--- config.mk ---
export PLATFORM = sky130hd
export DESIGN_NAME = fp_add_pipe
export DESIGN_NICKNAME = d
export VERILOG_FILES = /design/src/rtl/fpadd_pkg.sv /design/src/rtl/fpa_align.sv /design/src/rtl/fpa_norm.sv /design/src/rtl/fpa_round.sv /design/src/rtl/fp_add_pipe.sv
export SDC_FILE = /design/constraint.sdc
export NUM_CORES = 1
export LEC_CHECK = 0
export ABC_AREA = 0
export BUFFER_PORTS_ARGS = -buffer_cell sky130_fd_sc_hd__buf_4
export CORE_UTILIZATION = 41
export CTS_CLUSTER_DIAMETER = 120
export CTS_CLUSTER_SIZE = 20
export DETAILED_ROUTE_END_ITERATION = 8
export HOLD_SLACK_MARGIN = 0.08
export SLEW_MARGIN = 5
export SYNTH_ARGS = -nofsm -noshare
export SYNTH_HDL_FRONTEND = slang
export SYNTH_SLANG_ARGS = --single-unit
--- constraint.sdc ---
create_clock -name clk -period 4.9 [get_ports clk]
set_clock_uncertainty 0.15 [all_clocks]
set_input_delay 0.98 -clock clk [delete_from_list [all_inputs] [get_ports clk]]
set_output_delay 0.98 -clock clk [all_outputs]
set_load 0.03 [all_outputs]
--- src/rtl/fpadd_pkg.sv ---
package fpadd_pkg;
  // guard, round and sticky bits carried below the significand
  localparam int unsigned GRS_W = 3;
  // extra bits that let an exponent go above range or below zero
  localparam int unsigned EXP_HEAD = 2;
endpackage

--- src/rtl/fpa_align.sv ---
module fpa_align
  import fpadd_pkg::*;
#(
  parameter int unsigned EXP_W  = 8,
  parameter int unsigned FRAC_W = 23,
  localparam int unsigned EXT_W = FRAC_W + 1 + GRS_W,
  localparam int unsigned WORD_W = EXP_W + FRAC_W + 1
) (
  input  logic              clk,
  input  logic              rst_n,
  input  logic              in_vld,
  input  logic [WORD_W-1:0] op_a,
  input  logic [WORD_W-1:0] op_b,
  output logic              s1_vld,
  output logic              s1_sign,
  output logic              s1_sub,
  output logic [EXP_W-1:0]  s1_exp,
  output logic [EXT_W-1:0]  s1_big,
  output logic [EXT_W-1:0]  s1_small
);
  localparam int unsigned SIG_W = FRAC_W + 1;
  localparam int unsigned MAG_W = EXP_W + FRAC_W;
  localparam int unsigned SH_W  = $clog2(EXT_W + 1);

  logic [EXP_W-1:0]   exp_a, exp_b, exp_hi, exp_lo, exp_gap;
  logic               zero_a, zero_b, a_wins;
  logic [SIG_W-1:0]   sig_a, sig_b, sig_hi, sig_lo;
  logic [MAG_W-1:0]   mag_a, mag_b;
  logic [SH_W-1:0]    shamt;
  logic [2*EXT_W-1:0] spread;
  logic [EXT_W-1:0]   lo_aligned;
  logic               nxt_sign;

  always_comb begin
    exp_a  = op_a[MAG_W-1:FRAC_W];
    exp_b  = op_b[MAG_W-1:FRAC_W];
    zero_a = (exp_a == '0);
    zero_b = (exp_b == '0);
    sig_a  = zero_a ? '0 : {1'b1, op_a[FRAC_W-1:0]};
    sig_b  = zero_b ? '0 : {1'b1, op_b[FRAC_W-1:0]};
    mag_a  = zero_a ? '0 : op_a[MAG_W-1:0];
    mag_b  = zero_b ? '0 : op_b[MAG_W-1:0];
    a_wins = (mag_a >= mag_b);

    exp_hi   = a_wins ? exp_a : exp_b;
    exp_lo   = a_wins ? exp_b : exp_a;
    sig_hi   = a_wins ? sig_a : sig_b;
    sig_lo   = a_wins ? sig_b : sig_a;
    nxt_sign = a_wins ? op_a[WORD_W-1] : op_b[WORD_W-1];

    exp_gap = exp_hi - exp_lo;
    shamt   = (exp_gap > EXP_W'(EXT_W)) ? SH_W'(EXT_W) : SH_W'(exp_gap);
    spread  = {sig_lo, {GRS_W{1'b0}}, {EXT_W{1'b0}}} >> shamt;
    lo_aligned = spread[2*EXT_W-1:EXT_W]
               | {{(EXT_W-1){1'b0}}, |spread[EXT_W-1:0]};
  end

  always_ff @(posedge clk or negedge rst_n) begin
    if (!rst_n) begin
      s1_vld   <= 1'b0;
      s1_sign  <= 1'b0;
      s1_sub   <= 1'b0;
      s1_exp   <= '0;
      s1_big   <= '0;
      s1_small <= '0;
    end else begin
      s1_vld <= in_vld;
      if (in_vld) begin
        s1_sign  <= nxt_sign;
        s1_sub   <= op_a[WORD_W-1] ^ op_b[WORD_W-1];
        s1_exp   <= exp_hi;
        s1_big   <= {sig_hi, {GRS_W{1'b0}}};
        s1_small <= lo_aligned;
      end
    end
  end

  // after alignment the smaller operand never exceeds the larger one
  assert_align_order_R3 : assert property (@(posedge clk) disable iff (!rst_n)
    s1_vld |-> (s1_small <= s1_big));

endmodule

--- src/rtl/fpa_norm.sv ---
module fpa_norm
  import fpadd_pkg::*;
#(
  parameter int unsigned EXP_W  = 8,
  parameter int unsigned FRAC_W = 23,
  localparam int unsigned EXT_W = FRAC_W + 1 + GRS_W,
  localparam int unsigned EW2   = EXP_W + EXP_HEAD
) (
  input  logic             clk,
  input  logic             rst_n,
  input  logic             s1_vld,
  input  logic             s1_sign,
  input  logic             s1_sub,
  input  logic [EXP_W-1:0] s1_exp,
  input  logic [EXT_W-1:0] s1_big,
  input  logic [EXT_W-1:0] s1_small,
  output logic             s2_vld,
  output logic             s2_sign,
  output logic             s2_zero,
  output logic [EW2-1:0]   s2_exp,
  output logic [EXT_W-1:0] s2_sig
);
  localparam int unsigned LZ_W = $clog2(EXT_W);

  function automatic logic [LZ_W-1:0] count_lz(input logic [EXT_W-1:0] v);
    logic [LZ_W-1:0] n;
    n = '0;
    for (int i = 0; i < EXT_W; i++) begin
      if (v[i]) n = LZ_W'(EXT_W - 1 - i);
    end
    return n;
  endfunction

  logic [EXT_W:0]   raw;
  logic [LZ_W-1:0]  lz;
  logic             nxt_zero, nxt_sign;
  logic [EW2-1:0]   nxt_exp;
  logic [EXT_W-1:0] nxt_sig;

  always_comb begin
    raw = s1_sub ? ({1'b0, s1_big} - {1'b0, s1_small})
                 : ({1'b0, s1_big} + {1'b0, s1_small});
    lz       = count_lz(raw[EXT_W-1:0]);
    nxt_zero = (raw == '0);
    nxt_sign = s1_sign & ~nxt_zero;
    if (raw[EXT_W]) begin
      nxt_sig = raw[EXT_W:1] | {{(EXT_W-1){1'b0}}, raw[0]};
      nxt_exp = {{EXP_HEAD{1'b0}}, s1_exp} + EW2'(1);
    end else begin
      nxt_sig = raw[EXT_W-1:0] << lz;
      nxt_exp = {{EXP_HEAD{1'b0}}, s1_exp} - EW2'(lz);
    end
  end

  always_ff @(posedge clk or negedge rst_n) begin
    if (!rst_n) begin
      s2_vld  <= 1'b0;
      s2_sign <= 1'b0;
      s2_zero <= 1'b0;
      s2_exp  <= '0;
      s2_sig  <= '0;
    end else begin
      s2_vld <= s1_vld;
      if (s1_vld) begin
        s2_sign <= nxt_sign;
        s2_zero <= nxt_zero;
        s2_exp  <= nxt_exp;
        s2_sig  <= nxt_sig;
      end
    end
  end

  // every non-zero sum leaves this stage with its leading one at the top
  assert_norm_msb_R5 : assert property (@(posedge clk) disable iff (!rst_n)
    (s2_vld && !s2_zero) |-> s2_sig[EXT_W-1]);

  // an exact zero sum is always positive
  assert_zero_plus_R4 : assert property (@(posedge clk) disable iff (!rst_n)
    (s2_vld && s2_zero) |-> !s2_sign);

endmodule

--- src/rtl/fpa_round.sv ---
module fpa_round
  import fpadd_pkg::*;
#(
  parameter int unsigned EXP_W  = 8,
  parameter int unsigned FRAC_W = 23,
  localparam int unsigned EXT_W = FRAC_W + 1 + GRS_W,
  localparam int unsigned EW2   = EXP_W + EXP_HEAD,
  localparam int unsigned WORD_W = EXP_W + FRAC_W + 1
) (
  input  logic              clk,
  input  logic              rst_n,
  input  logic              s2_vld,
  input  logic              s2_sign,
  input  logic              s2_zero,
  input  logic [EW2-1:0]    s2_exp,
  input  logic [EXT_W-1:0]  s2_sig,
  output logic              out_vld,
  output logic [WORD_W-1:0] out_sum,
  output logic              out_ovf,
  output logic              out_unf
);
  localparam int unsigned SIG_W   = FRAC_W + 1;
  localparam int unsigned EXP_TOP = (1 << EXP_W) - 1;

  logic              lsb, grd, stk, bump;
  logic [SIG_W:0]    mant;
  logic [FRAC_W-1:0] frac_r;
  logic [EW2-1:0]    exp_r;
  logic [WORD_W-1:0] nxt_sum;
  logic              nxt_ovf, nxt_unf;

  always_comb begin
    lsb  = s2_sig[GRS_W];
    grd  = s2_sig[GRS_W-1];
    stk  = |s2_sig[GRS_W-2:0];
    bump = grd & (stk | lsb);
    mant = {1'b0, s2_sig[EXT_W-1:GRS_W]} + (SIG_W+1)'(bump);
    if (mant[SIG_W]) begin
      frac_r = mant[FRAC_W:1];
      exp_r  = s2_exp + EW2'(1);
    end else begin
      frac_r = mant[FRAC_W-1:0];
      exp_r  = s2_exp;
    end

    nxt_ovf = 1'b0;
    nxt_unf = 1'b0;
    if (s2_zero) begin
      nxt_sum = '0;
    end else if (exp_r[EW2-1] || exp_r == '0) begin
      nxt_sum = '0;
      nxt_unf = 1'b1;
    end else if (exp_r >= EW2'(EXP_TOP)) begin
      nxt_sum = {s2_sign, {EXP_W{1'b1}}, {FRAC_W{1'b0}}};
      nxt_ovf = 1'b1;
    end else begin
      nxt_sum = {s2_sign, exp_r[EXP_W-1:0], frac_r};
    end
  end

  always_ff @(posedge clk or negedge rst_n) begin
    if (!rst_n) begin
      out_vld <= 1'b0;
      out_sum <= '0;
      out_ovf <= 1'b0;
      out_unf <= 1'b0;
    end else begin
      out_vld <= s2_vld;
      if (s2_vld) begin
        out_sum <= nxt_sum;
        out_ovf <= nxt_ovf;
        out_unf <= nxt_unf;
      end
    end
  end

  // the overflow flag always comes with an infinity encoding
  assert_ovf_inf_R9 : assert property (@(posedge clk) disable iff (!rst_n)
    (out_vld && out_ovf) |-> (out_sum[WORD_W-2:0] == {{EXP_W{1'b1}}, {FRAC_W{1'b0}}}));

  // the underflow flag always comes with +0
  assert_unf_zero_R10 : assert property (@(posedge clk) disable iff (!rst_n)
    (out_vld && out_unf) |-> (out_sum == '0));

  // a flag-free result never carries the reserved all-ones exponent
  assert_renorm_range_R7 : assert property (@(posedge clk) disable iff (!rst_n)
    (out_vld && !out_ovf) |-> (out_sum[WORD_W-2:FRAC_W] != {EXP_W{1'b1}}));

  // never both flags at once
  assert_flag_excl_R10 : assert property (@(posedge clk) disable iff (!rst_n)
    $onehot0({out_ovf, out_unf}));

endmodule

--- src/rtl/fp_add_pipe.sv ---
module fp_add_pipe
  import fpadd_pkg::*;
#(
  parameter int unsigned EXP_W  = 8,
  parameter int unsigned FRAC_W = 23
) (
  input  logic                      clk,
  input  logic                      rst_n,
  input  logic                      in_vld,
  input  logic [EXP_W+FRAC_W:0]     in_a,
  input  logic [EXP_W+FRAC_W:0]     in_b,
  output logic                      out_vld,
  output logic [EXP_W+FRAC_W:0]     out_sum,
  output logic                      out_ovf,
  output logic                      out_unf
);
  localparam int unsigned EXT_W = FRAC_W + 1 + GRS_W;
  localparam int unsigned EW2   = EXP_W + EXP_HEAD;

  // asynchronous assertion, synchronous release
  logic [1:0] rst_sync;
  logic       core_rst_n;

  always_ff @(posedge clk or negedge rst_n) begin
    if (!rst_n) rst_sync <= 2'b00;
    else        rst_sync <= {rst_sync[0], 1'b1};
  end
  assign core_rst_n = rst_sync[1];

  logic             s1_vld, s1_sign, s1_sub;
  logic [EXP_W-1:0] s1_exp;
  logic [EXT_W-1:0] s1_big, s1_small;
  logic             s2_vld, s2_sign, s2_zero;
  logic [EW2-1:0]   s2_exp;
  logic [EXT_W-1:0] s2_sig;

  fpa_align #(.EXP_W(EXP_W), .FRAC_W(FRAC_W)) i_align (
    .clk(clk), .rst_n(core_rst_n), .in_vld(in_vld), .op_a(in_a), .op_b(in_b),
    .s1_vld(s1_vld), .s1_sign(s1_sign), .s1_sub(s1_sub), .s1_exp(s1_exp),
    .s1_big(s1_big), .s1_small(s1_small)
  );

  fpa_norm #(.EXP_W(EXP_W), .FRAC_W(FRAC_W)) i_norm (
    .clk(clk), .rst_n(core_rst_n), .s1_vld(s1_vld), .s1_sign(s1_sign),
    .s1_sub(s1_sub), .s1_exp(s1_exp), .s1_big(s1_big), .s1_small(s1_small),
    .s2_vld(s2_vld), .s2_sign(s2_sign), .s2_zero(s2_zero), .s2_exp(s2_exp),
    .s2_sig(s2_sig)
  );

  fpa_round #(.EXP_W(EXP_W), .FRAC_W(FRAC_W)) i_round (
    .clk(clk), .rst_n(core_rst_n), .s2_vld(s2_vld), .s2_sign(s2_sign),
    .s2_zero(s2_zero), .s2_exp(s2_exp), .s2_sig(s2_sig),
    .out_vld(out_vld), .out_sum(out_sum), .out_ovf(out_ovf), .out_unf(out_unf)
  );

  // a result leaves exactly three edges after its pair entered
  assert_latency_R2 : assert property (@(posedge clk) disable iff (!core_rst_n)
    out_vld == $past(in_vld, 3));

endmodule

==> reports/qor.yml, run 1 <==
placement:
  dp_hpwl_microns: 44700
  portBuffers: 101
  pre_cts_ws_ns: -1.80
  dpl_cell_area_sq_mm: 0.0199
  gp_congestion: 0.992
sta:
  slew_violations: 0
  relSlewSlack: 0.424
  rsz0062_at_grt: "yes"
  min_period_ns: 5.81
  min_period_over_period: 1.19
  setup_viol: 50
  fin_setup_tns_ns: -21.57
  timing.hold.ws_ns: 0.161
  finalHoldViolCount: 0
  tightestPinTransition_ns: 0.864
  finalWorstSetupSlack_ns: -0.909
  fmax_mhz: 172
worst_setup_path:
  critPathSlowestCell: "a221o_1"
  critical_path_arrival_ns: 5.97
  critPathTopFamily: "compound AO/OA/AOI/OAI gates"
  start_kind: "input pin"
  worst-path-buf-inv: 8
  crit_fanout: 25
  critPathKind: "input pin to flop"
  critPathMostFrequentCell: "buf_4"
  crit_required_ns: 5.06
  slowest_delay_ns: 0.39
  cp-end-kind: "flop"
outcome:
  violations: "setup timing"
  outcome: "finished with violations"
layout:
  fill_cells: 2966
  area_growth_pct: 55.9
  insertedDiodeCount: 0
  design_area_sq_mm: 0.0229
  drive_gt1_frac: 0.421
  num-nets-final: 2687
  final_core_util: 0.646
floorplan:
  rows: 69
  die_w_microns: 191
  ios: 102
  core_sq_mm: 0.0355
  start_util: 0.415
  dieArea_sq_mm: 0.0367
  fp.dieH_microns: 191
routing:
  drtPass1Iterations: 5
  vias_per_cell: 5.79
  detail_route.wl_per_cell_microns: 19.7
  drt-initial-drc-count: 1390
  drc_errors: 0
  totalWireLength_microns: 59100
  vias: 17400
  ant_nets: 0
global_routing:
  grt_pass1_wl_microns: 88900
  grt_max_degree: 79
  gr-total-overflow: 0
  grt_pass1_vias: 16600
  grt_usage: 0.309
  grt_antenna_before_repair: 0
clocking:
  clkTransAtPathRegs_ns: 0.07
  cts-htree-levels: 4
  cts_buffer_depth: 2
  cts.sinks: 139
  hold_buffers: 0
  root_buffer: "clkbuf_16"
  cts_buffers: 17
  clk_latency_ns: 0.44
  cts_tree: "built"
power:
  power.leakage_nw: 10.1
  vdd_drop_max_uv: 374
  power.density_mw_per_mm2: 376
synth:
  synth_enable_flop_cells: 0
  yosys.cell_types.count: 96
  synth_nets: 2121
  yosysWarnings: 0
  synth-seq-area-share: 0.236
  ys.flop_type: "dfrtp_1"
  ys_ff_latch: 139
  syn_inst: 1962
  synth.avg_cell_area_sq_um: 7.50
  async_flop_share: 1.00
  syn_area_sq_mm: 0.0147
run:
  max_cap_violations: 0
min_path:
  hp-class: "input pin to async pin"
metal layers:
metal  GRT usage  share of wire  vias to the layer above
met5           0              0                        -
met4       0.189          0.073                        0
met3      0.0321          0.047                      198
met2       0.532           0.47                      686
met1       0.369           0.41                     8252
li1            -              -                     8237
sequential cells by signal, summed over array words and instances (netlist names):
name and flops:
i_round.out_vld 1, i_norm.s2_vld 1, i_align.s1_big 24, i_align.s1_small 27
i_norm.s2_sig 27, i_norm.s2_exp 10, rst_sync 2, i_round.out_sum 32
i_round.out_unf 1, i_align.s1_exp 8, i_align.s1_sub 1, i_round.out_ovf 1
i_align.s1_vld 1, i_norm.s2_sign 1, i_norm.s2_zero 1, i_align.s1_sign 1
cells in the final DEF (no fill, tap or decap), drive strengths merged, types with 24 or more instances in the layout:
cell / netlist / routed
xnor2: 44 / 44
nand2: 177 / 177
dfrtp: 139 / 139
mux2i: 104 / 104
nand3: 62 / 62
a31oi: 41 / 41
a21o: 29 / 29
nor2: 221 / 221
inv: 116 / 125
o21ai: 138 / 138
xor2: 30 / 30
ha: 90 / 90
o211ai: 30 / 30
nor2b: 24 / 24
and2: 30 / 31
buf: 38 / 671
o22ai: 50 / 50
nor3: 34 / 34
a21oi: 179 / 179
where the power goes:
group	leakage (nW)	switching [W]	internal, W
Combinational	8.15	0.00294	0.00261
Sequential	1.67	0.000282	0.00140
Clock	0.297	0.000594	0.000788
Total	10.1	0.00382	0.00481
final cells by class:
type                            instances  area [sq um]  share of cell area
Clock buffer                           18           439              0.0191
Clock inverter                         14           178             0.00775
Inverter                              116           438              0.0191
Multi-Input combinational cell       1579         12300               0.534
Sequential cell                       139          3480               0.152
Tap cell                              461           577              0.0251
Timing Repair Buffer                  675          5570               0.243
Yosys cell counts (all sizes together) (38+ instances only):
cell	instances	area (sq um)
a21oi	179	896
a31oi	41	263
buf	38	206
clkbuf	91	343
dfrtp	139	3480
ha	90	1130
inv	116	435
mux2i	104	1040
nand2	177	664
nand3	62	310
nor2	221	830
o21ai	138	694
o22ai	50	319
xnor2	44	393
logic make-up after synthesis:
kind of cell	Yosys count	synth area share
DFF	139	0.236
other	1	0.000255
xor gates and xnor gates	74	0.0451
adders and majority gates	94	0.0806
muxes	126	0.0876
and+or+nand+nor	649	0.206
AOI/OAI and AO/OA	634	0.277
buffers and inverters	245	0.0669
worst paths after layout:
check                             startpoint             endpoint  slack, ns  cells after the start
setup reg to reg           i_align.s1_big[4]     i_norm.s2_exp[8]      -0.57                     24
max in group asynchronous        rst_sync[1]    i_align.s1_exp[0]       3.40                      1
hold / removal                         rst_n          rst_sync[1]       0.16                      1
min in group clk                 rst_sync[0]          rst_sync[1]       0.21                      0
hold reg to reg                  rst_sync[0]          rst_sync[1]       0.21                      0
setup / recovery                    in_a[23]  i_align.s1_small[0]      -0.91                     28
stage by stage:
stage / total power [W] / instances
6_report: 0.00862 / 3002
5_1_grt: 0.00906 / 3002
4_1_cts: 0.00776 / 2956
3_5_place_dp: 0.00616 / 2901
3_3_place_gp: 0.00610 / 2901
2_1_floorplan: 0.00418 / 1962
repair_timing:
item / in CTS / in global routing
resized for setup: 140 / 253
endpoints found under the setup margin: 60 / 74
setup buffers: 23 / 47
gates cloned: 1 / 5
pin swaps: 41 / 98
No activity file was read; power rests on OpenSTA's default activity.
==> run 2: changes to the inputs <==
- ABC_AREA: 0 -> 1
==> run 2 against run 1 <==
The run still ends with setup timing left. Utilization decreased by 9.8 points. Combinational power is 22% lower. Critical path depth increased by 11. Maximum frequency grew 11%. Cell area fell by 15%. Via count fell by 0.45%. Synthesized area up 0.26%. Synthesized cell count grew 23%. Power is 16% lower. Critical path type unchanged. Largest cell class unchanged. Highest routed layer unchanged.
==> reports/qor.yml, run 2 <==
outcome:
  outcome: "finished with violations"  # unchanged
  violations: "setup timing"  # unchanged
layout:
  area_growth_pct: 32.0  # was 55.9%
  final_core_util: 0.549  # was 0.646
  seq_area_sq_mm: 0.00348  # unchanged
  drive_gt1_frac: 0.244  # was 0.421
  fill_cells: 3627  # was 2966
  largest_register: "i_round.out_sum"  # unchanged
  insertedDiodeCount: 0  # unchanged
  largest_reg_flops: 32  # unchanged
  num-nets-final: 2905  # was 2687
  reg_top3: "i_round.out_sum: 32 flops, i_align.s1_small: 27 flops, i_norm.s2_sig: 27 flops"  # unchanged
  layout_common_cells: "nand2_1, buf_4, nand3_1"  # was buf_4, nor2_1, nand2_1
  final_common_cell: "nand2_1"  # was buf_4
  multi_input_area_sq_mm: 0.0103  # was 0.0123 sq mm
global_routing:
  grt_max_degree: 76  # was 79
  gr-total-overflow: 0  # unchanged
  grt_antenna_before_repair: 0  # unchanged
  grt_pass1_wl_microns: 87700  # was 88900 microns
  grt_pass1_vias: 16600  # about the same
  grt_usage: 0.305  # was 0.309
routing:
  drtPass1Iterations: 6  # was 5
  wl_met3_microns: 2810  # was 2770 microns
  totalWireLength_microns: 55700  # was 59100 microns
  vias_per_cell: 5.37  # was 5.79
  ant_nets: 0  # unchanged
  wl_met1_microns: 24300  # was 24000 microns
  drt-initial-drc-count: 1247  # was 1390
  drc_errors: 0  # unchanged
  vias: 17300  # was 17400
  dr_wl_met2_microns: 26200  # was 28000 microns
  top_layer: "met4"  # unchanged
  detail_route.wl_per_cell_microns: 17.3  # was 19.7 microns
synth:
  ys.flop_type: "dfrtp_1"  # unchanged
  yosys.area.top_type: "dfrtp_1"  # unchanged
  syn_area_sq_mm: 0.0148  # was 0.0147 sq mm
  ys_ff_latch: 139  # unchanged
  syn_inst: 2419  # was 1962
  synth_top_area_frac: 0.236  # about the same
  synth.avg_cell_area_sq_um: 6.10  # was 7.50 sq um
  yosysWarnings: 0  # unchanged
  synth_area_leaders: "dfrtp_1, nand2_1, nand3_1"  # was dfrtp_1, ha_1, mux2i_1
  synth-seq-area-share: 0.236  # about the same
  synth_enable_flop_cells: 0  # unchanged
  yosys.cell_types.count: 59  # was 96
  synthTopCellsByCount: "nand2_1, nand3_1, inv_1, nor2_1, dfrtp_1"  # was nor2_1, a21oi_1, nand2_1, dfrtp_1, o21ai_0
  synth_most_common_cell: "nand2_1"  # was nor2_1
  synth_nets: 2578  # was 2121
  async_flop_share: 1.00  # unchanged
worst_setup_path:
  crit_fanout: 23  # was 25
  critPathKind: "input pin to flop"  # unchanged
  critPathMostFrequentCell: "nand2_1"  # was buf_4
  cp-end-kind: "flop"  # unchanged
  crit_required_ns: 5.07  # was 5.06 ns
  critical_path_arrival_ns: 5.40  # was 5.97 ns
  slowest_delay_ns: 0.32  # was 0.39 ns
  critPathSlowestCell: "nor4_4"  # was a221o_1
  start_kind: "input pin"  # unchanged
placement:
  pre_cts_ws_ns: -0.962  # was -1.80 ns
  portBuffers: 101  # unchanged
  gp_congestion: 0.998  # was 0.992
  dp_hpwl_microns: 44600  # was 44700 microns
floorplan:
  fp.dieH_microns: 192  # was 191 microns
  start_util: 0.416  # was 0.415
  dieArea_sq_mm: 0.0367  # about the same
  die_w_microns: 192  # was 191 microns
  rows: 69  # unchanged
  ios: 102  # unchanged
  core_sq_mm: 0.0355  # unchanged
power:
  vdd_drop_max_uv: 282  # was 374 uV
  power.leakage_nw: 10.2  # was 10.1 nW
  total_power_w: 0.00729  # was 0.00862 W
  power.density_mw_per_mm2: 374  # was 376 mW/mm^2
sta:
  min_period_over_period: 1.07  # was 1.19
  relSlewSlack: 0.428  # was 0.424
  fin_setup_tns_ns: -2.25  # was -21.57 ns
  finalWorstSetupSlack_ns: -0.325  # was -0.909 ns
  tightestPinTransition_ns: 0.859  # was 0.864 ns
  setup_viol: 20  # was 50
  fmax_mhz: 191  # was 172 MHz
  timing.hold.ws_ns: 0.155  # was 0.161 ns
  rsz0062_at_grt: "yes"  # unchanged
  slew_violations: 0  # unchanged
  finalHoldViolCount: 0  # unchanged
  min_period_ns: 5.22  # was 5.81 ns
clocking:
  cts.sinks: 139  # unchanged
  clk_latency_ns: 0.44  # about the same
  clkTransAtPathRegs_ns: 0.06  # was 0.07 ns
  cts_buffers: 17  # unchanged
  cts_tree: "built"  # unchanged
  cts-htree-levels: 4  # unchanged
  hold_buffers: 0  # unchanged
  root_buffer: "clkbuf_16"  # unchanged
  cts_buffer_depth: 2  # unchanged
run:
  max_cap_violations: 0  # unchanged
min_path:
  hp-class: "input pin to async pin"  # unchanged
[run 2: cell count changes after synthesis, moves of 21 or more]
| cell | previous run | this run |
|---|---|---|
| mux2_2 | 22 | 0 |
| nor2_1 | 221 | 186 |
| o21ai_0 | 131 | 104 |
| clkbuf_1 | 90 | 62 |
| nor2b_1 | 24 | 0 |
| a21o_1 | 29 | 5 |
| inv_1 | 112 | 318 |
| mux2i_1 | 104 | 0 |
| nand3_1 | 62 | 372 |
| nand2_1 | 177 | 658 |
| nand4_1 | 15 | 36 |
| xnor2_1 | 43 | 4 |
| o211ai_1 | 28 | 4 |
| a21oi_1 | 179 | 130 |
[run 2: layout make-up]
type	count	area share
clock buffers	20	0.0235
inverters	333	0.0648
clock inverters	12	0.00700
flip-flops and latches	139	0.179
multi-input cells	1841	0.527
well taps	461	0.0296
repair buffers	414	0.169
[run 2: critical path: cells and delay by family]
kind            cells  cell delay (ns)
buf+inv             7             0.68
compound gates      1             0.06
simple gates       29             3.18
fa+ha+maj           2             0.46
[run 2: per-layer routing]
| metal | global-route usage | vias up |
|---|---|---|
| li1 | - | 8612 |
| met1 | 0.391 | 8079 |
| met2 | 0.512 | 510 |
| met3 | 0.0395 | 93 |
| met4 | 0.130 | 0 |
| met5 | 0 | - |
[run 2: cell families (layout without fill, tap and decap cells)]
logic type	count (synthesis)	after routing	synth area share
AO/OA/AOI/OAI	375	375	0.147
flip-flops	139	139	0.236
AND/OR/NAND/NOR	1341	1341	0.399
other	1	1	0.000254
XOR/XNOR	32	32	0.0200
adder cells (fa/ha/maj)	92	92	0.0790
buffers and inverters	439	779	0.120
[run 2: path summary, 6_finish.rpt]
check	slack (ns)	start	depth (start not counted)	endpoint
max	-0.32	in_a[30]	39	i_align.s1_small[0]
min	0.15	rst_n	1	rst_sync[1]
max reg2reg	0.24	i_align.s1_small[14]	25	i_norm.s2_exp[7]
min reg2reg	0.22	rst_sync[0]	0	rst_sync[1]
max in group asynchronous	3.38	rst_sync[1]	1	i_align.s1_big[4]
min in group clk	0.22	rst_sync[0]	0	rst_sync[1]
[run 2: timing repair]
item                       4_1_cts  5_1_grt
hold endpoints to repair         0        0
gates resized for setup         37      125
gates cloned                     0        1
setup endpoints to repair       30       55
setup buffers                    6       15
pin swaps                       12       36
[run 2: power breakdown]
group          switching [W]  leakage, nW  total [W]  internal [W]
combinational        0.00267         8.21    0.00433       0.00166
sequential          0.000251         1.71    0.00164       0.00139
clock               0.000534        0.284    0.00132      0.000781
total                0.00346         10.2    0.00729       0.00383
[run 2: stage by stage]
| stage | cells | area [sq um] |
|---|---|---|
| floorplan | 2419 | 14900 |
| global placement | 3167 | 18000 |
| detailed placement | 3167 | 18000 |
| CTS | 3205 | 18800 |
| global route | 3220 | 19500 |
| finish | 3220 | 19500 |
==> run 3: changes to the inputs <==
- CORE_MARGIN: not set -> 2
- SYNTH_HIERARCHICAL: not set -> 1
==> run 3 against run 2 <==
The flow finishes with violations (DRC, setup timing). Combinational power is 79% higher. Register-to-register slack worse by 0.72 ns. Synthesized cell count is 1.7% lower. Global-route usage is 1.1 points lower. Cell count is 3.0% higher. Critical endpoint is now i_align/s1_small[0]. Highest routed layer unchanged.
==> reports/qor.yml, run 3 <==
synth:
  synth_area_leaders: "dfrtp_1, nand2_1, nand3_1"  # unchanged
  syn_inst: 2377  # was 2419
  ys_ff_latch: 139  # unchanged
  syn_area_sq_mm: 0.0149  # was 0.0148 sq mm
  ys.flop_type: "dfrtp_1"  # unchanged
  synth.avg_cell_area_sq_um: 6.26  # was 6.10 sq um
  yosys.area.top_type: "dfrtp_1"  # unchanged
  yosys.cell_types.count: 59  # unchanged
  synth-seq-area-share: 0.234  # was 0.236
  synth_top_area_frac: 0.234  # was 0.236
  synthTopCellsByCount: "nand2_1, nand3_1, inv_1, nor2_1, dfrtp_1"  # unchanged
  async_flop_share: 1.00  # unchanged
  synth_enable_flop_cells: 0  # unchanged
  synth_most_common_cell: "nand2_1"  # unchanged
  yosysWarnings: 6  # was 0
clocking:
  root_buffer: "clkbuf_16"  # unchanged
  clk_latency_ns: 0.45  # was 0.44 ns
  cts_buffers: 17  # unchanged
  cts.sinks: 139  # unchanged
  cts_buffer_depth: 2  # unchanged
  clkTransAtPathRegs_ns: 0.08  # was 0.06 ns
  cts-htree-levels: 4  # unchanged
  cts_tree: "built"  # unchanged
routing:
  ant_nets: 0  # unchanged
  drt-initial-drc-count: 1380  # was 1247
  drtPass1Iterations: 7  # was 6
  detail_route.wl_per_cell_microns: 18.4  # was 17.3 microns
  totalWireLength_microns: 61000  # was 55700 microns
  vias_per_cell: 5.52  # was 5.37
  drc_errors: 1  # was 0
  vias: 18300  # was 17300
worst_setup_path:
  crit_fanout: 6  # was 23
  critical_path_arrival_ns: 5.60  # was 5.40 ns
  worst-path-buf-inv: 7  # unchanged
  critPathTopFamily: "simple AND/OR/NAND/NOR gates"  # unchanged
  crit_required_ns: 5.07  # about the same
  cp-end-kind: "flop"  # unchanged
  critPathKind: "input pin to flop"  # unchanged
  start_kind: "input pin"  # unchanged
  critPathSlowestCell: "ha_1"  # was nor4_4
  slowest_delay_ns: 0.31  # was 0.32 ns
  critPathMostFrequentCell: "nand3_4"  # was nand2_1
layout:
  layout_common_cells: "nand2_1, buf_4, inv_1"  # was nand2_1, buf_4, nand3_1
  insertedDiodeCount: 0  # unchanged
  drive_gt1_frac: 0.411  # was 0.244
  largest_register: "i_round/out_sum"  # was i_round.out_sum
  final_common_cell: "nand2_1"  # unchanged
  area_growth_pct: 56.5  # was 32.0%
  fin_cells: 3317  # was 3220
  final_core_util: 0.653  # was 0.549
  largest_reg_flops: 32  # unchanged
  reg_top3: "i_round/out_sum: 32 flops, i_align/s1_small: 27 flops, i_norm/s2_sig: 27 flops"  # was i_round.out_sum: 32 flops, i_align.s1_small: 27 flops, i_norm.s2_sig: 27 flops
  fill_cells: 3080  # was 3627
  num-nets-final: 2980  # was 2905
power:
  power.density_mw_per_mm2: 463  # was 374 mW/mm^2
  total_power_w: 0.0108  # was 0.00729 W
  vdd_drop_max_uv: 405  # was 282 uV
  power.leakage_nw: 11.5  # was 10.2 nW
sta:
  min_period_ns: 5.43  # was 5.22 ns
  finalWorstSetupSlack_ns: -0.529  # was -0.325 ns
  relSlewSlack: 0.350  # was 0.428
  fmax_mhz: 184  # was 191 MHz
  tightestPinTransition_ns: 0.969  # was 0.859 ns
  finalHoldViolCount: 0  # unchanged
  slew_violations: 0  # unchanged
  rsz0062_at_grt: "yes"  # unchanged
  setup_viol: 55  # was 20
  timing.hold.ws_ns: 0.145  # was 0.155 ns
  min_period_over_period: 1.11  # was 1.07
global_routing:
  grt_antenna_before_repair: 0  # unchanged
  grt_pass1_wl_microns: 89300  # was 87700 microns
  gr-total-overflow: 0  # unchanged
  grt_pass1_vias: 17200  # was 16600
  grt_max_degree: 62  # was 76
  grt_usage: 0.294  # was 0.305
floorplan:
  rows: 69  # unchanged
  start_util: 0.417  # was 0.416
  fp.dieH_microns: 194  # was 192 microns
  dieArea_sq_mm: 0.0378  # was 0.0367 sq mm
  core_sq_mm: 0.0357  # was 0.0355 sq mm
  ios: 102  # unchanged
  die_w_microns: 194  # was 192 microns
placement:
  dp_hpwl_microns: 42500  # was 44600 microns
  portBuffers: 101  # unchanged
  gp_congestion: 0.971  # was 0.998
  placed_cells: 3184  # was 3167
outcome:
  outcome: "finished with violations"  # unchanged
  violations: "DRC, setup timing"  # was setup timing
min_path:
  hp-class: "input pin to async pin"  # unchanged
run:
  max_cap_violations: 0  # unchanged
## run 3: cell types whose count changed in the layout (fill, tap and decap cells not counted), moves of 64 or more
cell     change
nand3_1    -117
inv_1       -70
nand2_2     +70
nand3_4     +72
buf_4       +64
a21oi_1     -79
## run 3: cell families (layout without fill, tap and decap cells)
family | after synthesis | count (layout) | synth area share
compound gates | 307 | 307 | 0.133
xor+xnor | 69 | 69 | 0.0429
other cells | 2 | 4 | 0.000505
buf+inv | 392 | 869 | 0.110
flops | 139 | 139 | 0.234
fa+ha+maj | 70 | 70 | 0.0599
simple gates | 1398 | 1398 | 0.420
## run 3: final timing paths
path,startpoint,end,slack [ns],depth (start not counted)
worst min register to register,rst_sync[1],i_norm/s2_sig[22],0.21,0
max in group asynchronous,rst_sync[1],i_align/s1_big[19],3.27,1
min in group clk,rst_sync[0],rst_sync[1],0.22,0
worst min-delay path,rst_n,rst_sync[1],0.15,1
worst max register to register,i_align/s1_small[0],i_norm/s2_exp[6],-0.48,34
worst max-delay path,in_a[29],i_align/s1_small[0],-0.53,38
## run 3: stage by stage
step	setup TNS, ns	worst slack, ns	instance area, sq um
finish	-10.89	-0.529	23300
global route	-27.14	-0.885	23300
CTS	-5.46	-0.370	20600
detailed placement	-28.37	-0.753	18600
global placement	-24.97	-0.677	18600
floorplan	-0.378	-0.120	15100
## run 3: timing repair
action,in CTS,in global routing
buffers inserted,60,46
setup endpoints to repair,57,66
resized for setup,199,527
pin swaps,72,197
hold buffers,0,0
cloned,7,5
hold endpoints to repair,0,0
## run 3: final cells by class
cell class | instances | area, sq um | area share
Clock inverter | 15 | 180 | 0.00774
Clock buffer | 17 | 425 | 0.0183
Timing Repair inverter | 1 | 6.26 | 0.000269
Sequential cell | 139 | 3480 | 0.150
Tap cell | 461 | 577 | 0.0248
Timing Repair Buffer | 557 | 4850 | 0.208
Multi-Input combinational cell | 1848 | 12600 | 0.543
Inverter | 279 | 1110 | 0.0476
## run 3: where the power goes
| part | switching (W) | leakage, nW | internal, W |
|---|---|---|---|
| registers | 0.000328 | 1.72 | 0.00139 |
| clock network | 0.000598 | 0.289 | 0.000727 |
| logic | 0.00445 | 9.48 | 0.00328 |
## run 3: worst register-to-register path, delay by kind of cell (launching register included)
kind            cells  cell delay [ns]
compound gates      7             1.12
simple gates       15             1.76
buf+inv             5             0.44
xor+xnor            3             0.46
flops               1             0.48
fa+ha+maj           4             0.91
## run 3: layer usage
metal,up-vias,share of wire,wire (microns),track usage
met4,0,0.063,3850,0.137
met1,8645,0.40,24200,0.356
met2,678,0.50,30300,0.521
li1,8746,-,-,-
met5,-,0,0,0
met3,253,0.045,2740,0.0309
